### src/rtl/vfseq_pkg.sv
package vfseq_pkg;

  typedef enum logic [2:0] {
    WK_DOWN,
    WK_RAMP,
    WK_FSTEP,
    WK_FFINAL,
    WK_VFINAL
  } wrKind_e;

  typedef struct packed {
    logic latchReq;
    logic loadDown;
    logic loadRamp;
    logic clrRamp;
    logic loadFStep;
    logic loadFFinal;
    logic loadVFinal;
    logic issueWrite;
    logic pollTick;
    logic bumpRetry;
    logic capture;
    logic loadVst;
    logic loadIrt;
    logic delayTick;
  } ctrlStrobes_t;

  typedef struct packed {
    logic pairMatch;
    logic needDown;
    logic rampGo;
    logic atMax;
    logic fidSame;
    logic fidLoop;
    logic vidFinalNeed;
    logic pollExpired;
    logic retryExpired;
    logic writeOk;
    logic delayZero;
    logic finalOk;
  } dpFlags_t;

endpackage

### src/rtl/vfseq_dpath.sv
module vfseq_dpath
  import vfseq_pkg::*;
#(
  parameter int FID_W        = 6,
  parameter int VID_W        = 5,
  parameter int STAB_W       = 8,
  parameter int LOW_TOP      = 6,
  parameter int HI_BOT       = 8,
  parameter int TICKS_PER_US = 200,
  parameter int POLL_LIMIT   = 10000,
  parameter int RETRY_LIMIT  = 100
) (
  input  logic               clk,
  input  logic               rstN,
  input  ctrlStrobes_t       st,
  input  logic [FID_W-1:0]   reqFid,
  input  logic [VID_W-1:0]   reqVid,
  input  logic [1:0]         rampOffset,
  input  logic [1:0]         stepExp,
  input  logic [1:0]         reliefExp,
  input  logic [STAB_W-1:0]  stabCount,
  input  logic [VID_W-1:0]   maxVolt,
  input  logic [FID_W-1:0]   stsFid,
  input  logic [VID_W-1:0]   stsVid,
  output dpFlags_t           fl,
  output logic               wrStrobe,
  output logic [FID_W-1:0]   wrFid,
  output logic [VID_W-1:0]   wrVid
);

  localparam int VCO_W   = FID_W + 1;
  localparam int DLY_W   = 32;
  localparam int POLL_W  = $clog2(POLL_LIMIT);
  localparam int RETRY_W = (RETRY_LIMIT > 1) ? $clog2(RETRY_LIMIT) : 1;
  localparam logic [FID_W-1:0] LOW_C = FID_W'(LOW_TOP);
  localparam logic [FID_W-1:0] HIB_C = FID_W'(HI_BOT);
  localparam logic [DLY_W-1:0] VST_UNIT = DLY_W'(20 * TICKS_PER_US);
  localparam logic [DLY_W-1:0] IRT_UNIT = DLY_W'(10 * TICKS_PER_US);

  function automatic logic [VCO_W-1:0] toVco(input logic [FID_W-1:0] f);
    if (f < HIB_C) return VCO_W'(8) + {f, 1'b0};
    else           return {1'b0, f};
  endfunction

  // latched request and settings
  logic [FID_W-1:0]  rqFid, curFid, tgtFid;
  logic [VID_W-1:0]  rqVid, clampVid, curVid, tgtVid, maxVQ;
  logic [1:0]        stepQ, reliefQ;
  logic [STAB_W-1:0] stabQ;
  logic [2:0]        rampLeft, rampTotal;
  logic [DLY_W-1:0]  delayCnt;
  logic [POLL_W-1:0] pollCnt;
  logic [RETRY_W-1:0] retryCnt;

  // start-time decisions
  logic             lowBothIn;
  logic [2:0]       rampIn;
  logic [VID_W-1:0] clampIn;
  assign lowBothIn = (stsFid < LOW_C) && (reqFid < LOW_C);
  assign rampIn    = lowBothIn ? {rampOffset, 1'b0} : {1'b0, rampOffset};
  assign clampIn   = (reqVid < maxVolt) ? maxVolt : reqVid;

  // phase 1 arithmetic
  logic [VID_W:0]   stepSize, vidGap, rampSum;
  logic [VID_W-1:0] downTarget;
  assign stepSize   = (VID_W+1)'(1) << stepQ;
  assign vidGap     = {1'b0, curVid} - {1'b0, clampVid};
  assign downTarget = (vidGap > stepSize) ? (curVid - stepSize[VID_W-1:0]) : clampVid;
  assign rampSum    = (VID_W+1)'(rampTotal) + {1'b0, curVid};

  // phase 2 arithmetic
  logic [VCO_W-1:0] vcoCur, vcoReq, vcoDiff;
  logic [FID_W-1:0] interval, stepFid;
  logic             lowBothP2;
  assign vcoCur    = toVco(curFid);
  assign vcoReq    = toVco(rqFid);
  assign vcoDiff   = (vcoCur > vcoReq) ? (vcoCur - vcoReq) : (vcoReq - vcoCur);
  assign lowBothP2 = (rqFid <= LOW_C) && (curFid <= LOW_C);
  assign interval  = curFid[0] ? FID_W'(1) : FID_W'(2);
  always_comb begin
    if (rqFid > curFid) begin
      if (curFid > LOW_C) stepFid = curFid + interval;
      else                stepFid = vcoCur[FID_W-1:0] + FID_W'(2);
    end else begin
      stepFid = curFid - interval;
    end
  end

  // settle-time loads
  logic [DLY_W-1:0] vstLoad, irtLoad;
  assign vstLoad = DLY_W'(stabQ) * VST_UNIT;
  assign irtLoad = (DLY_W'(1) << reliefQ) * IRT_UNIT;

  always_ff @(posedge clk) begin
    if (!rstN) begin
      rqFid <= '0; rqVid <= '0; clampVid <= '0; maxVQ <= '0;
      curFid <= '0; curVid <= '0; tgtFid <= '0; tgtVid <= '0;
      stepQ <= '0; reliefQ <= '0; stabQ <= '0;
      rampLeft <= '0; rampTotal <= '0;
    end else begin
      if (st.latchReq) begin
        rqFid     <= reqFid;
        rqVid     <= reqVid;
        clampVid  <= clampIn;
        maxVQ     <= maxVolt;
        stepQ     <= stepExp;
        reliefQ   <= reliefExp;
        stabQ     <= stabCount;
        curFid    <= stsFid;
        curVid    <= stsVid;
        rampLeft  <= rampIn;
        rampTotal <= rampIn;
      end
      if (st.capture) begin
        curFid <= stsFid;
        curVid <= stsVid;
      end
      if (st.loadDown) begin
        tgtFid <= curFid; tgtVid <= downTarget;
      end
      if (st.loadRamp) begin
        tgtFid <= curFid; tgtVid <= curVid - VID_W'(1);
        rampLeft <= rampLeft - 3'd1;
      end
      if (st.clrRamp) rampLeft <= '0;
      if (st.loadFStep) begin
        tgtFid <= stepFid; tgtVid <= curVid;
      end
      if (st.loadFFinal) begin
        tgtFid <= rqFid; tgtVid <= curVid;
      end
      if (st.loadVFinal) begin
        tgtFid <= curFid; tgtVid <= rqVid;
      end
    end
  end

  logic anyLoad;
  assign anyLoad = st.loadDown | st.loadRamp | st.loadFStep | st.loadFFinal | st.loadVFinal;

  always_ff @(posedge clk) begin
    if (!rstN) begin
      delayCnt <= '0;
      pollCnt  <= '0;
      retryCnt <= '0;
    end else begin
      if (st.loadVst)        delayCnt <= vstLoad;
      else if (st.loadIrt)   delayCnt <= irtLoad;
      else if (st.delayTick) delayCnt <= delayCnt - DLY_W'(1);
      if (st.issueWrite)     pollCnt <= '0;
      else if (st.pollTick)  pollCnt <= pollCnt + POLL_W'(1);
      if (anyLoad)           retryCnt <= '0;
      else if (st.bumpRetry) retryCnt <= retryCnt + RETRY_W'(1);
    end
  end

  assign fl.pairMatch    = (stsFid == reqFid) && (stsVid == reqVid);
  assign fl.needDown     = curVid > clampVid;
  assign fl.rampGo       = (rampLeft != 3'd0) && (rampSum > {1'b0, clampVid});
  assign fl.atMax        = curVid <= maxVQ;
  assign fl.fidSame      = curFid == rqFid;
  assign fl.fidLoop      = !lowBothP2 && (vcoDiff > VCO_W'(2));
  assign fl.vidFinalNeed = curVid != rqVid;
  assign fl.pollExpired  = pollCnt == POLL_W'(POLL_LIMIT - 1);
  assign fl.retryExpired = retryCnt == RETRY_W'(RETRY_LIMIT - 1);
  assign fl.writeOk      = (curFid == tgtFid) && (curVid == tgtVid);
  assign fl.delayZero    = delayCnt == '0;
  assign fl.finalOk      = (curFid == rqFid) && (curVid == rqVid);

  assign wrStrobe = st.issueWrite;
  assign wrFid    = tgtFid;
  assign wrVid    = tgtVid;

  // a down-step never overshoots the clamp nor exceeds the step size
  assert_down_step_R3: assert property (@(posedge clk) disable iff (!rstN)
    st.loadDown |=> ((curVid - tgtVid) <= stepSize[VID_W-1:0]) && (tgtVid >= clampVid));

  // the phase-1 target is never below the maximum-voltage code
  assert_clamp_R3: assert property (@(posedge clk) disable iff (!rstN)
    clampVid >= maxVQ);

  // ramp writes move exactly one code toward higher voltage
  assert_ramp_single_R4: assert property (@(posedge clk) disable iff (!rstN)
    st.loadRamp |=> (tgtVid == curVid - VID_W'(1)) && (tgtFid == curFid));

  // the retry counter stays inside its window
  assert_retry_bound_R9: assert property (@(posedge clk) disable iff (!rstN)
    retryCnt <= RETRY_W'(RETRY_LIMIT - 1));

endmodule

### src/rtl/vfseq_ctrl.sv
module vfseq_ctrl
  import vfseq_pkg::*;
(
  input  logic         clk,
  input  logic         rstN,
  input  logic         start,
  input  logic         stsPending,
  input  dpFlags_t     fl,
  output ctrlStrobes_t st,
  output logic         busy,
  output logic         done,
  output logic         error
);

  typedef enum logic [3:0] {
    S_IDLE, S_P1DOWN, S_P1RAMP, S_P2ENTRY, S_P2LOOP, S_P3,
    S_WR, S_POLL, S_CHECK, S_WAIT, S_FINAL, S_ERR
  } state_e;

  state_e  state, nxt;
  wrKind_e kind, nxtKind;

  always_comb begin
    st      = '0;
    nxt     = state;
    nxtKind = kind;
    case (state)
      S_IDLE: if (start) begin
        st.latchReq = 1'b1;
        nxt = fl.pairMatch ? S_FINAL : S_P1DOWN;
      end
      S_P1DOWN: begin
        if (fl.needDown) begin
          st.loadDown = 1'b1; nxtKind = WK_DOWN; nxt = S_WR;
        end else begin
          nxt = S_P1RAMP;
        end
      end
      S_P1RAMP: begin
        if (!fl.rampGo)   nxt = S_P2ENTRY;
        else if (fl.atMax) st.clrRamp = 1'b1;
        else begin
          st.loadRamp = 1'b1; nxtKind = WK_RAMP; nxt = S_WR;
        end
      end
      S_P2ENTRY: nxt = fl.fidSame ? S_P3 : S_P2LOOP;
      S_P2LOOP: begin
        nxt = S_WR;
        if (fl.fidLoop) begin
          st.loadFStep = 1'b1; nxtKind = WK_FSTEP;
        end else begin
          st.loadFFinal = 1'b1; nxtKind = WK_FFINAL;
        end
      end
      S_P3: begin
        if (fl.vidFinalNeed) begin
          st.loadVFinal = 1'b1; nxtKind = WK_VFINAL; nxt = S_WR;
        end else begin
          nxt = S_FINAL;
        end
      end
      S_WR: begin
        st.issueWrite = 1'b1;
        nxt = S_POLL;
      end
      S_POLL: begin
        if (!stsPending) begin
          st.capture = 1'b1; nxt = S_CHECK;
        end else if (fl.pollExpired) begin
          if (fl.retryExpired) nxt = S_ERR;
          else begin
            st.bumpRetry = 1'b1; nxt = S_WR;
          end
        end else begin
          st.pollTick = 1'b1;
        end
      end
      S_CHECK: begin
        if (!fl.writeOk) nxt = S_ERR;
        else begin
          case (kind)
            WK_DOWN, WK_RAMP:    begin st.loadVst = 1'b1; nxt = S_WAIT; end
            WK_FSTEP, WK_FFINAL: begin st.loadIrt = 1'b1; nxt = S_WAIT; end
            default:             nxt = S_FINAL;
          endcase
        end
      end
      S_WAIT: begin
        if (!fl.delayZero) st.delayTick = 1'b1;
        else begin
          case (kind)
            WK_DOWN:  nxt = S_P1DOWN;
            WK_RAMP:  nxt = S_P1RAMP;
            WK_FSTEP: nxt = S_P2LOOP;
            WK_FFINAL: nxt = S_P3;
            default:  nxt = S_FINAL;
          endcase
        end
      end
      S_FINAL: nxt = S_IDLE;
      S_ERR:   nxt = S_IDLE;
      default: nxt = S_IDLE;
    endcase
  end

  always_ff @(posedge clk) begin
    if (!rstN) begin
      state <= S_IDLE;
      kind  <= WK_DOWN;
      done  <= 1'b0;
      error <= 1'b0;
    end else begin
      state <= nxt;
      kind  <= nxtKind;
      done  <= (state == S_FINAL) && fl.finalOk;
      error <= ((state == S_FINAL) && !fl.finalOk) || (state == S_ERR);
    end
  end

  assign busy = state != S_IDLE;

  // completion outputs are one-cycle pulses and exclusive
  assert_done_pulse_R10: assert property (@(posedge clk) disable iff (!rstN)
    done |=> !done);
  assert_error_pulse_R10: assert property (@(posedge clk) disable iff (!rstN)
    error |=> !error);
  assert_done_err_excl_R10: assert property (@(posedge clk) disable iff (!rstN)
    !(done && error));

endmodule

### src/rtl/vf_sequencer.sv
module vf_sequencer
  import vfseq_pkg::*;
#(
  parameter int FID_W        = 6,
  parameter int VID_W        = 5,
  parameter int STAB_W       = 8,
  parameter int LOW_TOP      = 6,
  parameter int HI_BOT       = 8,
  parameter int TICKS_PER_US = 200,
  parameter int POLL_LIMIT   = 10000,
  parameter int RETRY_LIMIT  = 100
) (
  input  logic              clk,
  input  logic              rstN,
  input  logic              start,
  input  logic [FID_W-1:0]  reqFid,
  input  logic [VID_W-1:0]  reqVid,
  input  logic [1:0]        rampOffset,
  input  logic [1:0]        stepExp,
  input  logic [1:0]        reliefExp,
  input  logic [STAB_W-1:0] stabCount,
  input  logic [VID_W-1:0]  maxVolt,
  input  logic [FID_W-1:0]  stsFid,
  input  logic [VID_W-1:0]  stsVid,
  input  logic              stsPending,
  output logic              wrStrobe,
  output logic [FID_W-1:0]  wrFid,
  output logic [VID_W-1:0]  wrVid,
  output logic              busy,
  output logic              done,
  output logic              error
);

  ctrlStrobes_t strobes;
  dpFlags_t     flags;

  vfseq_ctrl u_ctrl (
    .clk(clk), .rstN(rstN), .start(start), .stsPending(stsPending),
    .fl(flags), .st(strobes), .busy(busy), .done(done), .error(error)
  );

  vfseq_dpath #(
    .FID_W(FID_W), .VID_W(VID_W), .STAB_W(STAB_W),
    .LOW_TOP(LOW_TOP), .HI_BOT(HI_BOT), .TICKS_PER_US(TICKS_PER_US),
    .POLL_LIMIT(POLL_LIMIT), .RETRY_LIMIT(RETRY_LIMIT)
  ) u_dpath (
    .clk(clk), .rstN(rstN), .st(strobes),
    .reqFid(reqFid), .reqVid(reqVid), .rampOffset(rampOffset),
    .stepExp(stepExp), .reliefExp(reliefExp), .stabCount(stabCount),
    .maxVolt(maxVolt), .stsFid(stsFid), .stsVid(stsVid),
    .fl(flags), .wrStrobe(wrStrobe), .wrFid(wrFid), .wrVid(wrVid)
  );

endmodule

### config.mk
export PLATFORM = sky130hd
export DESIGN_NAME = vf_sequencer
export DESIGN_NICKNAME = d
export VERILOG_FILES = /design/src/rtl/vfseq_pkg.sv /design/src/rtl/vfseq_dpath.sv /design/src/rtl/vfseq_ctrl.sv /design/src/rtl/vf_sequencer.sv
export SDC_FILE = /design/constraint.sdc
export NUM_CORES = 1
export LEC_CHECK = 0
export BUFFER_PORTS_ARGS = -buffer_cell sky130_fd_sc_hd__buf_4
export CAP_MARGIN = 25
export CORE_MARGIN = 5
export CORE_UTILIZATION = 30
export DETAILED_ROUTE_END_ITERATION = 6
export PLACE_DENSITY = 0.46
export SLEW_MARGIN = 20
export SYNTH_ARGS = -nofsm -noshare
export SYNTH_HDL_FRONTEND = slang
export SYNTH_SLANG_ARGS = --single-unit
### constraint.sdc
create_clock -name clk -period 4.92 [get_ports clk]
set_clock_uncertainty 0.05 [all_clocks]
set_input_delay 0.984 -clock clk [delete_from_list [all_inputs] [get_ports clk]]
set_output_delay 0.984 -clock clk [all_outputs]
set_load 0.005 [all_outputs]
# After elaboration in Yosys (flattened, before gate mapping)
# Cells that the tools add are included.
# totals
reg_bits,123
in_bits,45
elab_cells,200
# classes
add_sub_neg,15
mul,2
n_lt_le_gt_ge,15
n_eq_ne,31
n_shift,2
muxes,75
bitwise_logic,5
reduce_logical,33
# ops
op,count
32-bit two-way mux,2
6-bit two-way mux,9
5-bit two-way mux,9
4-bit one-hot mux with 10 select lines,1
4-bit two-way mux,9
32-bit logical NOT,1
32-bit by 7-bit multiplier with 28-bit output (second input constant),1
1-bit by 2-bit << shifter with 32-bit output (first input constant),1
32-bit by 1-bit subtractor with 32-bit output (second input constant),1
3-bit two-way mux,9
1-bit two-way mux,21
7-bit two-way mux,3
20-bit two-way mux,1
6-bit == test,3
2-bit two-way mux,9
4-bit by 3-bit == test with 1-bit output (second input constant),4
4-bit == test (second input constant),4
4-bit one-hot mux with 4 select lines,1
5-bit == test,3
8-bit by 7-bit multiplier with 15-bit output (second input constant),1
14-bit by 1-bit adder with 14-bit output (second input constant),1
4-bit by 7-bit adder with 7-bit output (first input constant),2
14-bit == test (second input constant),1
7-bit subtractor,2
47 further kinds,79

# Logic depth before layout (Yosys ltp)
# depth
ltp_word,12
ltp_mapped,19

# Hierarchy
# From an unflattened synthesis, not the netlist that was laid out.
# hier_totals
hier_cells,1311
area_unflattened_um2,10553.9
# modules_own_cells
mod,n_inst,cells_per_inst,area_per_inst_um2,seq_area_each_um2
vfseq_dpath,1,1196,9724.3,2282.2
vfseq_ctrl,1,115,829.5,180.2

# Worst setup path before layout
# Ideal clock, no wire load.
# synth_path
path_type,reg2reg
start,reg u_dpath.stabQ[0]
end,reg u_dpath.delayCnt[19]
arrival_ns,4.227
required_ns,4.754
path_slack_ns,0.527
path_stages_with_launch,19
synth_period_minus_slack_ns,4.393
path_cell_list,dfxtp_1 fa_1 inv_1 fa_1 inv_1 fa_1 inv_1 fa_1 inv_1 ha_1 inv_1 o21bai_1 a21oi_1 o21bai_1 a211oi_1 nor2_1 o41ai_1 o32ai_1 a41o_1
# synth_via
elab_chain_len,2
# synth_lines
element,line_no,rtl
"start, declared",vfseq_dpath.sv:49,logic [STAB_W-1:0] stabQ;
"start signal, assigned",vfseq_dpath.sv:108,stabQ <= stabCount;
8-bit by 7-bit multiplier with 15-bit output,vfseq_dpath.sv:91,assign vstLoad = DLY_W'(stabQ) * VST_UNIT;
20-bit two-way mux,vfseq_dpath.sv:147,if (st.loadVst) delayCnt <= vstLoad;
"end signal, assigned",vfseq_dpath.sv:147,
"end signal, assigned",vfseq_dpath.sv:148,else if (st.loadIrt) delayCnt <= irtLoad;
"end signal, assigned",vfseq_dpath.sv:149,else if (st.delayTick) delayCnt <= delayCnt - DLY_W'(1);
"end, declared",vfseq_dpath.sv:51,logic [DLY_W-1:0] delayCnt;
# Every way passes these cells.
# A chain may end at the register's enable or synchronous reset.

# Final worst setup path
# Ends and elaborated chain as after synthesis.

==> summary.md <==
| Metric | Value |
|---|---|
| Register area share after synthesis | 0.2365 |
| FF-to-FF path depth | 18 |
| Synth cell count leaders | nor2_1 (147), nand2_1 (132), dfxtp_1 (123), ha_1 (119), a21oi_1 (117) |
| Footprint of the multi-input gates | 0.007342 sq mm |
| Post-synthesis net count | roughly 1500 |
| Htree depth | 4 |
| Final WL | 29060 microns |
| Rel. slew slack | 0.3181 |
| Ports | 60 |
| Number of max-cap violations | 0 |
| Worst Setup End Kind | flip-flop |
| Drt first-iter violations | between 300 and 400 |
| Die height | between 150 and 200 microns |
| Leading area contributor after synthesis | dfxtp_1 |
| Number of warning messages in the yosys log | 0 |
| WS Path Type | flip-flop to flip-flop |
| Final Net Count | 1559 |
| Fillers | roughly 3700 |
| Slew @ Worst Pin | between 1000 and 1500 ps |
| Ys async rst share | 0 |
| Synth top area cells | dfxtp_1 (24%), ha_1 (14%), xnor2_1 (5.9%), a21oi_1 (5.6%), nor2_1 (5.3%) |
| Share of cells above drive strength 1 | 0.1050 |
| Register bit total from synthesis | 123 |
| DRC viols | 0 |
| ANT nets after route | 0 |
| Max-slew violation count | 0 |
| Finish-stage setup viols | 0 |
| Starting Density | 0.3029 |
| Worst-skew pair later-pin latency | approximately 420 ps |
| CTS tree | built |
| Simple-gate share of the synthesized area | 0.2133 |
| Die width | about 200 microns |
| CP Max Fanout | 3 |
| Max Clock Freq | approximately 220 MHz |
| Hold Violations, Final | 0 |
| Req. time, crit path | ~5200 ps |
| Primary FF master, synth | dfxtp_1 |
| Mean Syn Cell Area | 7.923 sq um |
| First-pass GRT wire length | ~48000 microns |
| Reg clk slew, reported paths | roughly 60 ps |
| Hold WS | 402.5 ps |
| Area share of the largest cell type after synthesis | 0.2365 |
| Floorplan row count | just under 70 |
| Multiplexer area fraction after synthesis | 0.02091 |
| Hold Path Class | flip-flop to flip-flop |
| Cts hold-fix bufs | 0 |
| Vias per std cell | slightly below 5 |
| CTS buffer count | 17 |
| Layout area overhead | 14.58% |
| Hpwl dp | approximately 22000 microns |
| Reg area | around 0.0025 sq mm |
| Final Cycle Share | 0.9287 |
| Total congestion overflow | 0 |
| Final core occ | 0.3470 |
| Worst EP arrival | ~4800 ps |
| RSZ-0062 raised after global routing | false |
| Drt pass-1 iters | 5 |
| Leak | between 5 and 6 nW |
| Hold Path Depth | 2 |
| Clock sinks | roughly 120 |
| Minimum clock period | between 4000 and 5000 ps |
| Post-Synth XOR/XNOR Area | 0.09158 |
| Gpl congestion | 0.8591 |
| Mean routed wirelength per cell | 15.83 microns |
| Core area | 0.03437 sq mm |
| PostCTS Resize Cnt | 0 |
| Total Routing Usage GR | 0.1535 |
| Die area | around 0.039 sq mm |
| Max IR drop VDD | between 0.2 and 0.25 mV |
| Startpoint Class | flip-flop |
| Clk root buf | clkbuf_16 |
| Most common cell in the netlist | nor2_1 |
| Ant. Diodes | 0 |
| Mapped Area | ~0.010 sq mm |
| Largest net degree at the start of global routing | between 40 and 50 |
| Post-Synthesis Cells | 1314 |
| Unique masters post-synth | 81 |
| Clock Tree Buf Depth | 2 |
| Post CTS Setup Buffer Count | 0 |
| Area fraction in compound gates after synthesis | 0.1836 |
| Vias | a little over 9000 |
| Number of flops mapped to enable cells by yosys | 0 |
| PwrDens | 543.7 mW/mm^2 |
| Largest family of logic cells by synthesized area | simple AND/OR/NAND/NOR gates |
| Outcome | complete, no violations |
| Initial antenna violation count | 0 |
| Fin Setup TNS | 0 ps |
| Adder-cell share of the synthesized area | 0.1949 |
| Vias in the first global route | ~9000 |
| I/O Buffers | slightly below 60 |
[metrics by stage]
step	cell area [sq um]	std cells	setup slack [ps]	power, mW
2_1_floorplan	10410	1314	526.6	4.309
3_3_place_gp	11380	1804	371.2	5.315
3_5_place_dp	11380	1804	355.2	5.322
4_1_cts	11930	1836	324.1	6.557
5_1_grt	11930	1836	26.26	7.164
6_report	11930	1836	350.8	6.485
[kinds of logic after synthesis]
family | Yosys count
AND/OR/NAND/NOR | 467
AO/OA/AOI/OAI | 299
buffers and inverters | 148
other | 2
multiplexers | 21
flip-flops | 123
XOR/XNOR | 108
adder cells (fa/ha/maj) | 146
[critical path, cell delays in order, from the launching register on]
cell	delay, ps
dfxtp_1	330
fa_1	560
inv_1	60
fa_1	490
inv_1	50
fa_1	490
inv_1	50
fa_1	490
inv_1	40
ha_1	330
inv_1	60
o21bai_1	70
a21oi_1	230
o21bai_1	110
a211oi_1	240
nor2_1	90
o41ai_1	340
o32ai_1	150
a41o_1	220
[power breakdown]
group | leakage [nW] | internal, mW | switching, mW
combinational | 3.87 | 1.64 | 2.33
sequential | 0.999 | 1.13 | 0.203
clock | 0.272 | 0.700 | 0.482
total | 5.14 | 3.47 | 3.02
[layout by cell type, fill, tap and decap left out, types with 4 or more instances in the layout]
cell type	Yosys	routed
xor2_1	37	37
or2_2	4	4
a21o_1	12	12
ha_1	119	119
o21ai_0	55	55
mux2i_1	17	17
o21bai_1	4	4
o211ai_1	6	6
a221oi_1	5	5
or3_1	11	11
nor2_1	147	147
a21oi_1	117	117
clkbuf_16	0	17
nor3_1	29	29
or4_1	7	7
o22ai_1	7	7
a31oi_1	11	11
xnor2_1	70	70
nand2b_1	20	20
inv_1	96	96
fa_1	27	27
nand2_1	132	132
nor4_1	9	9
a22oi_1	5	5
nor4b_1	4	4
and3_1	9	9
and2_1	11	10
nand4_1	17	17
nand3_1	33	33
buf_4	1	86
dfxtp_1	123	123
nor3b_1	4	4
o21a_1	8	8
nor2b_1	18	18
clkinv_2	0	8
a211oi_1	27	27
[cell type report]
cell class,instances,share of cell area
multi-input cells,1043,0.6155
flip-flops and latches,123,0.2064
repair buffers,86,0.05412
well taps,455,0.04772
clock buffers,19,0.03713
inverters,97,0.03052
clock inverters,13,0.008601
[routing by layer]
layer	up-vias	routed length [microns]	GRT usage
met1	4294	14620	0.2128
li1	4668	-	-
met4	0	253	0.03232
met5	-	0	0
met3	18	718	0.02215
met2	112	13470	0.2548
[flip-flops by register name (all words and copies together) (netlist names), 6 cells and up]
register          flops
u_dpath.delayCnt     32
u_dpath.rqFid         6
u_dpath.wrFid         6
u_dpath.retryCnt      7
u_dpath.curFid        6
u_dpath.stabQ         8
u_dpath.pollCnt      14
[path summary, 6_finish.rpt]
check                           startpoint                                end  slack, ps
max reg2reg  u_dpath.stabQ[0]$_SDFFE_PN0P_  u_dpath.delayCnt[19]$_SDFFE_PN0P_        350
min          u_dpath.maxVQ[3]$_SDFFE_PN0P_      u_dpath.maxVQ[3]$_SDFFE_PN0P_        400
max          u_dpath.stabQ[0]$_SDFFE_PN0P_  u_dpath.delayCnt[19]$_SDFFE_PN0P_        350
min reg2reg  u_dpath.maxVQ[3]$_SDFFE_PN0P_      u_dpath.maxVQ[3]$_SDFFE_PN0P_        400
No activity file was read; power rests on OpenSTA's default activity.
